File: src/rtl/erx_pkg.sv
`timescale 1ns/1ps
package erx_pkg;
  // status bit positions seen by software
  localparam int unsigned ST_EARLY = 0;
  localparam int unsigned ST_EOF   = 1;
  localparam int unsigned ST_W     = 2;

  typedef enum logic {
    ADDR_THR  = 1'b0,
    ADDR_STAT = 1'b1
  } erx_addr_e;
endpackage

File: src/rtl/erx_frame_parser.sv
`timescale 1ns/1ps
module erx_frame_parser #(
  parameter int unsigned TL_OFFSET = 12,
  parameter int unsigned LEN_W     = 16
) (
  input  logic             clk,
  input  logic             rst,
  input  logic             rx_valid,
  input  logic             rx_sof,
  input  logic             rx_eof,
  input  logic [7:0]       rx_data,
  output logic             frame_start,
  output logic             frame_end,
  output logic             tl_load,
  output logic [LEN_W-1:0] tl_value,
  output logic             pay_byte
);
  localparam int unsigned PAY_POS = TL_OFFSET + 2;
  localparam int unsigned POS_W   = $clog2(PAY_POS + 1);

  logic [POS_W-1:0] pos_q;
  logic             in_frame_q;
  logic [7:0]       tl_hi_q;
  logic [POS_W-1:0] idx;
  logic             active;

  assign active      = rx_valid && (rx_sof || in_frame_q);
  assign idx         = rx_sof ? '0 : pos_q;
  assign frame_start = rx_valid && rx_sof;
  assign frame_end   = active && rx_eof;
  assign tl_load     = active && (idx == POS_W'(TL_OFFSET + 1));
  assign tl_value    = LEN_W'({tl_hi_q, rx_data});
  assign pay_byte    = active && !rx_sof && (pos_q == POS_W'(PAY_POS));

  always_ff @(posedge clk) begin
    if (rst) begin
      pos_q      <= '0;
      in_frame_q <= 1'b0;
      tl_hi_q    <= '0;
    end else if (rx_valid) begin
      if (rx_sof) begin
        pos_q      <= POS_W'(1);
        in_frame_q <= !rx_eof;
      end else if (in_frame_q) begin
        if (pos_q != POS_W'(PAY_POS)) pos_q <= pos_q + 1'b1;
        if (rx_eof) in_frame_q <= 1'b0;
      end
      if (active && idx == POS_W'(TL_OFFSET)) tl_hi_q <= rx_data;
    end
  end

  // the length field is only taken inside a frame that has started
  a_r10_field_inside_frame: assert property (@(posedge clk) disable iff (rst)
    tl_load |-> (in_frame_q && !rx_sof));
endmodule

File: src/rtl/erx_qw_tracker.sv
`timescale 1ns/1ps
module erx_qw_tracker #(
  parameter int unsigned LEN_W     = 16,
  parameter int unsigned QW_BYTES  = 8,
  parameter int unsigned THR_W     = 8,
  parameter logic [15:0] ETYPE_MIN = 16'h0600
) (
  input  logic             clk,
  input  logic             rst,
  input  logic             frame_start,
  input  logic             frame_end,
  input  logic             tl_load,
  input  logic [LEN_W-1:0] tl_value,
  input  logic             pay_byte,
  input  logic [THR_W-1:0] thr,
  output logic             hit
);
  localparam int unsigned QW_SHIFT = $clog2(QW_BYTES);
  localparam int unsigned REM_W    = LEN_W - QW_SHIFT + 1;

  logic [REM_W-1:0]    rem_q;
  logic [QW_SHIFT-1:0] qb_q;
  logic                tl_ok_q;
  logic                armed_q;
  logic [LEN_W:0]      len_sum;
  logic [REM_W-1:0]    rem_init;

  // round the length up to whole quadwords
  assign len_sum  = {1'b0, tl_value} + (LEN_W+1)'(QW_BYTES - 1);
  assign rem_init = len_sum[LEN_W:QW_SHIFT];

  assign hit = tl_ok_q && armed_q && (thr != '0) && (rem_q == REM_W'(thr));

  always_ff @(posedge clk) begin
    if (rst) begin
      rem_q   <= '0;
      qb_q    <= '0;
      tl_ok_q <= 1'b0;
      armed_q <= 1'b0;
    end else if (frame_start) begin
      rem_q   <= '0;
      qb_q    <= '0;
      tl_ok_q <= 1'b0;
      armed_q <= 1'b1;
    end else if (frame_end) begin
      tl_ok_q <= 1'b0;
      armed_q <= 1'b0;
    end else begin
      if (hit) armed_q <= 1'b0;
      if (tl_load) begin
        rem_q   <= rem_init;
        qb_q    <= '0;
        tl_ok_q <= (tl_value < LEN_W'(ETYPE_MIN));
      end else if (pay_byte) begin
        qb_q <= qb_q + 1'b1;
        if ((&qb_q) && rem_q != '0) rem_q <= rem_q - 1'b1;
      end
    end
  end

  // a zero threshold never yields an early event
  a_r2_zero_thr_quiet: assert property (@(posedge clk) disable iff (rst)
    (thr == '0) |-> !hit);
  // an early event is a single-cycle, once-per-frame pulse
  a_r7_single_fire: assert property (@(posedge clk) disable iff (rst)
    hit |=> !hit);
  // an EtherType value blocks the early event
  a_r4_etype_blocks: assert property (@(posedge clk) disable iff (rst)
    (tl_load && !frame_start && !frame_end && tl_value >= LEN_W'(ETYPE_MIN)) |=> !hit);
endmodule

File: src/rtl/erx_csr.sv
`timescale 1ns/1ps
module erx_csr
  import erx_pkg::*;
#(
  parameter int unsigned THR_W = 8
) (
  input  logic             clk,
  input  logic             rst,
  input  logic             reg_wr,
  input  logic             reg_addr,
  input  logic [THR_W-1:0] reg_wdata,
  input  logic             set_early,
  input  logic             set_eof,
  output logic [THR_W-1:0] thr,
  output logic [THR_W-1:0] reg_rdata,
  output logic             irq_n
);
  logic [THR_W-1:0] thr_q;
  logic [ST_W-1:0]  status_q;
  logic [ST_W-1:0]  status_d;
  logic [ST_W-1:0]  clr;
  logic [ST_W-1:0]  set;
  logic [THR_W-1:0] rdata_q;
  logic             irq_n_q;
  logic             wr_stat;

  assign wr_stat = reg_wr && (erx_addr_e'(reg_addr) == ADDR_STAT);

  always_comb begin
    set            = '0;
    set[ST_EARLY]  = set_early;
    set[ST_EOF]    = set_eof;
    clr            = wr_stat ? reg_wdata[ST_W-1:0] : '0;
    status_d       = (status_q & ~clr) | set;
  end

  always_ff @(posedge clk) begin
    if (rst) begin
      thr_q    <= '0;
      status_q <= '0;
      rdata_q  <= '0;
      irq_n_q  <= 1'b1;
    end else begin
      if (reg_wr && erx_addr_e'(reg_addr) == ADDR_THR) thr_q <= reg_wdata;
      status_q <= status_d;
      irq_n_q  <= ~|status_d;
      rdata_q  <= (erx_addr_e'(reg_addr) == ADDR_THR) ? thr_q
                                                     : THR_W'(status_q);
    end
  end

  assign thr       = thr_q;
  assign reg_rdata = rdata_q;
  assign irq_n     = irq_n_q;

  // a write to the threshold address lands in the register
  a_r1_thr_write: assert property (@(posedge clk) disable iff (rst)
    (reg_wr && reg_addr == 1'b0) |=> thr_q == $past(reg_wdata));
  // every frame end is recorded
  a_r6_eof_sticky: assert property (@(posedge clk) disable iff (rst)
    set_eof |=> status_q[ST_EOF]);
  // writing one clears the early bit when no new event arrives
  a_r8_w1c_early: assert property (@(posedge clk) disable iff (rst)
    (wr_stat && reg_wdata[ST_EARLY] && !set_early) |=> !status_q[ST_EARLY]);
  // the interrupt is released only once all status is clear
  a_r9_irq_release: assert property (@(posedge clk) disable iff (rst)
    $rose(irq_n) |-> (status_q == '0));
endmodule

File: src/rtl/erx_early_irq.sv
`timescale 1ns/1ps
module erx_early_irq #(
  parameter int unsigned TL_OFFSET = 12,
  parameter int unsigned LEN_W     = 16,
  parameter int unsigned QW_BYTES  = 8,
  parameter int unsigned THR_W     = 8,
  parameter logic [15:0] ETYPE_MIN = 16'h0600
) (
  input  logic             clk,
  input  logic             rst,
  input  logic             reg_wr,
  input  logic             reg_addr,
  input  logic [THR_W-1:0] reg_wdata,
  output logic [THR_W-1:0] reg_rdata,
  input  logic             rx_valid,
  input  logic             rx_sof,
  input  logic             rx_eof,
  input  logic [7:0]       rx_data,
  output logic             irq_n
);
  logic             frame_start;
  logic             frame_end;
  logic             tl_load;
  logic [LEN_W-1:0] tl_value;
  logic             pay_byte;
  logic             hit;
  logic [THR_W-1:0] thr;

  erx_frame_parser #(.TL_OFFSET(TL_OFFSET), .LEN_W(LEN_W)) u_parse (
    .clk(clk), .rst(rst), .rx_valid(rx_valid), .rx_sof(rx_sof),
    .rx_eof(rx_eof), .rx_data(rx_data), .frame_start(frame_start),
    .frame_end(frame_end), .tl_load(tl_load), .tl_value(tl_value),
    .pay_byte(pay_byte));

  erx_qw_tracker #(.LEN_W(LEN_W), .QW_BYTES(QW_BYTES), .THR_W(THR_W),
                   .ETYPE_MIN(ETYPE_MIN)) u_track (
    .clk(clk), .rst(rst), .frame_start(frame_start), .frame_end(frame_end),
    .tl_load(tl_load), .tl_value(tl_value), .pay_byte(pay_byte),
    .thr(thr), .hit(hit));

  erx_csr #(.THR_W(THR_W)) u_csr (
    .clk(clk), .rst(rst), .reg_wr(reg_wr), .reg_addr(reg_addr),
    .reg_wdata(reg_wdata), .set_early(hit), .set_eof(frame_end),
    .thr(thr), .reg_rdata(reg_rdata), .irq_n(irq_n));
endmodule

File: config.mk
export PLATFORM = sky130hd
export DESIGN_NAME = erx_early_irq
export DESIGN_NICKNAME = d
export VERILOG_FILES = /design/src/rtl/erx_pkg.sv /design/src/rtl/erx_frame_parser.sv /design/src/rtl/erx_qw_tracker.sv /design/src/rtl/erx_csr.sv /design/src/rtl/erx_early_irq.sv
export SDC_FILE = /design/constraint.sdc
export NUM_CORES = 1
export LEC_CHECK = 0
export ABC_AREA = 1
export BUFFER_PORTS_ARGS = -buffer_cell sky130_fd_sc_hd__buf_2
export CORE_ASPECT_RATIO = 1.5
export CORE_MARGIN = 2
export CORE_UTILIZATION = 63
export CTS_CLUSTER_DIAMETER = 40
export CTS_CLUSTER_SIZE = 14
export DETAILED_ROUTE_END_ITERATION = 6
export PLACE_DENSITY = 0.91
export REMOVE_ABC_BUFFERS = 1
export SYNTH_ARGS = -nofsm -noshare
export SYNTH_HDL_FRONTEND = slang
export SYNTH_SLANG_ARGS = --single-unit
File: constraint.sdc
create_clock -name clk -period 3.8 [get_ports clk]
set_clock_uncertainty 0.05 [all_clocks]
set_input_delay 0.38 -clock clk [delete_from_list [all_inputs] [get_ports clk]]
set_output_delay 0.38 -clock clk [all_outputs]
set_load 0.02 [all_outputs]
==> impl_results.md <==
- Final hold viol count: 0
- Fin util: 72.62%
- Post-CTS sizing: 0
- Main combinational cell family by area after synthesis: simple AND/OR/NAND/NOR gates
- WP data arrival: 2300 ps
- Residual DRC count: 3
- Drt pass-1 iters: 6
- Setup Buffers After CTS: 0
- TritonCTS Sinks: 51
- Dpl ws: 1674 ps
- Max_cap viols: 0
- Post-synthesis cell type count: 31
- Mean Syn Cell Area: 6.447 um^2
- Core area: 0.004282 mm^2
- Period minus WS final: 2136 ps
- Synth Area in Simple Gates: 34.66%
- Slew Limit Headroom: 45.14%
- Max Buffers Root-to-Sink: 2
- Routed length per instance: 13.62 um
- XOR/XNOR share of the synthesized area: 1.857%
- Placed Instances: 506
- Sequential element share of the synthesized area: 36.07%
- Warnings from Yosys: 0
- RSZ-0062 raised after global routing: no
- Final-stage net count: 495
- CTS tree: done
- Die Span Y: 86.09 um
- Slew @ Worst Pin: 819.3 ps
- Critical Path RT: 3960 ps
- Worst Hold Class: in -> reg
- Grt ovf: 0
- Setup crit end: u_track.rem_q[12]$_SDFFE_PP0P_
- Reg area: 0.001021 mm^2
- Initial Utilization: 66.10%
- Multi-input gate area: 0.001579 mm^2
- Pin count of the biggest net entering global routing: 24
- Fin cells: 514
- Reg2Reg Setup Slack: 1660 ps
- Synthesized area: 0.002830 mm^2
- Port Buffers: 31
- Multiplexer share of the synthesized area: 0%
- Area growth, synth to finish: 9.858%
- Worst setup slack after layout: 1664 ps
- R2R Path End: u_track.rem_q[12]$_SDFFE_PP0P_
- Synth Register Bits: 51
- First-pass GRT wire length: 11.78 mm
- Clock Latency Late Sink: 310 ps
- Highest achievable clock rate: 468.1 MHz
- Failing checks: design-rule violations
- Post-Place Cell Area: 0.002993 mm^2
- Ant diodes: 0
- Total track usage: 29.34%
- Reg2Reg Launch Point: u_parse.pos_q[0]$_SDFFE_PP0P_
- Post-synthesis compound-gate area fraction: 17.06%
- Setup CP Type: reg -> reg
- Total number of vias: 2949
- CTS clk-pin slew, worst paths: 90 ps
- Run status: complete, but fails checks
- CTS buffer count: 5
- CP endpoint kind: flip-flop
- Die area: 0.005056 mm^2
- Die Wd: 58.73 um
- Initial antenna violation count: 0
- Via/cell ratio: 5.737
- Cell count after synthesis: 439
- Post-CTS Hold Buffers: 0
- Final Cell Area: 0.003109 mm^2
- First-iteration detailed-routing DRC count: 171
- Number of core rows: 29
- Critical-path maximum fanout: 23
- DRT antenna net count: 0
- Final HPWL DP: 5.190 mm
- Layout filler cell count: 362
- Synth Area in Adders: 2.210%
- CP Launch Type: flip-flop
- Placer Congestion: 0.8928
- CTS root buffer: clkbuf_8
- WL final: 7.003 mm
- Tcrit/Tclk final: 56.21%
- Setup tns final: 0 ps
- Setup violations, final: 0
- Peak VDD IR: 0.2352 mV
- H-tree Lvls: 2
- Number of global-route vias before repair: 2866
- Slew Limit Fails: 0
- R2R depth: 9
- Crit path launch: u_parse.pos_q[0]$_SDFFE_PP0P_
- Num ports: 32
- PD cells: 333.5 mW/mm^2
- LEAKAGE: 1.398 nW
- Layout cells sized above 1: 11.75%
-- placed cells by master (no fill, tap or decap), types with 7 or more instances in the layout --
cell     synthesis  final
nor3_1           7      7
nor2_1          74     74
inv_1           47     47
a21oi_1         39     39
nand4_1          8      8
buf_2            4     31
o21ai_0         33     33
o21ai_1         11     11
dfxtp_1         51     51
nand2_1        103    103
nand3_1         21     21
-- registers in the layout (all words and copies together), names as in the netlist --
register            cells
u_parse.pos_q           4
u_csr.irq_n             1
u_parse.in_frame_q      1
u_csr.thr               8
u_track.tl_ok_q         1
u_csr.reg_rdata         8
u_track.qb_q            3
u_parse.tl_hi_q         8
u_csr.status_q          2
u_track.rem_q          14
u_track.armed_q         1
-- worst min-delay path by stage --
stage | startpoint | to | slack, ps | cells past startpoint
after floorplan | u_parse.pos_q[3]$_SDFFE_PP0P_ | u_parse.pos_q[3]$_SDFFE_PP0P_ | 390 | 2
after global placement | u_parse.pos_q[3]$_SDFFE_PP0P_ | u_parse.pos_q[3]$_SDFFE_PP0P_ | 400 | 2
after detailed placement | u_parse.pos_q[3]$_SDFFE_PP0P_ | u_parse.pos_q[3]$_SDFFE_PP0P_ | 420 | 2
after CTS | rx_eof | u_parse.in_frame_q$_SDFFE_PP0P_ | 220 | 2
after global routing | rx_eof | u_parse.in_frame_q$_SDFFE_PP0P_ | 220 | 2
final | rx_eof | u_parse.in_frame_q$_SDFFE_PP0P_ | 220 | 2
-- stage by stage --
step / power [mW] / hold WS, ps
2_1_floorplan: 0.6226 / 389.5
3_3_place_gp: 0.6547 / 402.7
3_5_place_dp: 0.6573 / 424.0
4_1_cts: 1.040 / 216.0
5_1_grt: 1.077 / 220.5
6_report: 1.037 / 217.5
-- metal layers --
| layer | track usage, % | share of wire, % |
|---|---|---|
| met1 | 30.15 | 38 |
| met2 | 52.73 | 53 |
| met3 | 6.486 | 5.7 |
| met4 | 16.53 | 3.3 |
| met5 | 0 | 0 |
-- Yosys cell counts --
library cell / instances / area (um^2)
nand2_1: 103 / 386.6
nor2_1: 74 / 277.8
dfxtp_1: 51 / 1021
inv_1: 47 / 176.4
a21oi_1: 39 / 195.2
o21ai_0: 33 / 165.2
nand3_1: 21 / 105.1
o21ai_1: 11 / 55.05
nand4_1: 8 / 50.05
nor3_1: 7 / 35.03
ha_1: 5 / 62.56
buf_2: 4 / 20.02
nand3_2: 4 / 40.04
clkbuf_1: 3 / 11.26
nand2_2: 3 / 18.77
nor2_2: 3 / 18.77
o22ai_1: 3 / 18.77
xnor2_1: 3 / 26.28
xor2_1: 3 / 26.28
a211oi_1: 2 / 15.01
buf_1: 2 / 7.510
a21oi_4: 1 / 16.27
buf_6: 1 / 11.26
inv_2: 1 / 3.750
nand2_4: 1 / 11.26
nand3b_1: 1 / 7.510
nor2_4: 1 / 11.26
nor3b_2: 1 / 12.51
o211a_1: 1 / 10.01
o211ai_1: 1 / 7.510
or2_2: 1 / 6.260
-- worst max-delay path: stages, from the launching register on --
cell and delay (ps):
dfxtp_1 400, inv_1 120, nor3_1 190, nand3_2 410
nand2_1 220, nand2_2 100, nor2_4 290, nand2_1 100
nor2_1 100, nor2_1 50
-- cells by family after synthesis --
| group | Yosys count |
|---|---|
| adders and majority gates | 5 |
| DFF | 51 |
| AOI/OAI and AO/OA | 91 |
| buffers and inverters | 58 |
| xor gates and xnor gates | 6 |
| and+or+nand+nor | 228 |
-- power by group --
group / internal [mW] / leakage [nW] / switching, mW
registers: 0.547 / 0.414 / 0.00861
clock network: 0.200 / 0.0587 / 0.191
logic: 0.0314 / 0.925 / 0.0589
total: 0.778 / 1.40 / 0.259
-- area by class of cell --
class | count | area share (%)
Inverter | 48 | 5.795
Sequential cell | 51 | 32.84
Clock inverter | 3 | 1.529
Clock buffer | 5 | 2.213
Multi-Input combinational cell | 330 | 50.78
Timing Repair Buffer | 31 | 4.990
Tap cell | 46 | 1.851
(Power assumes the default switching activity.)
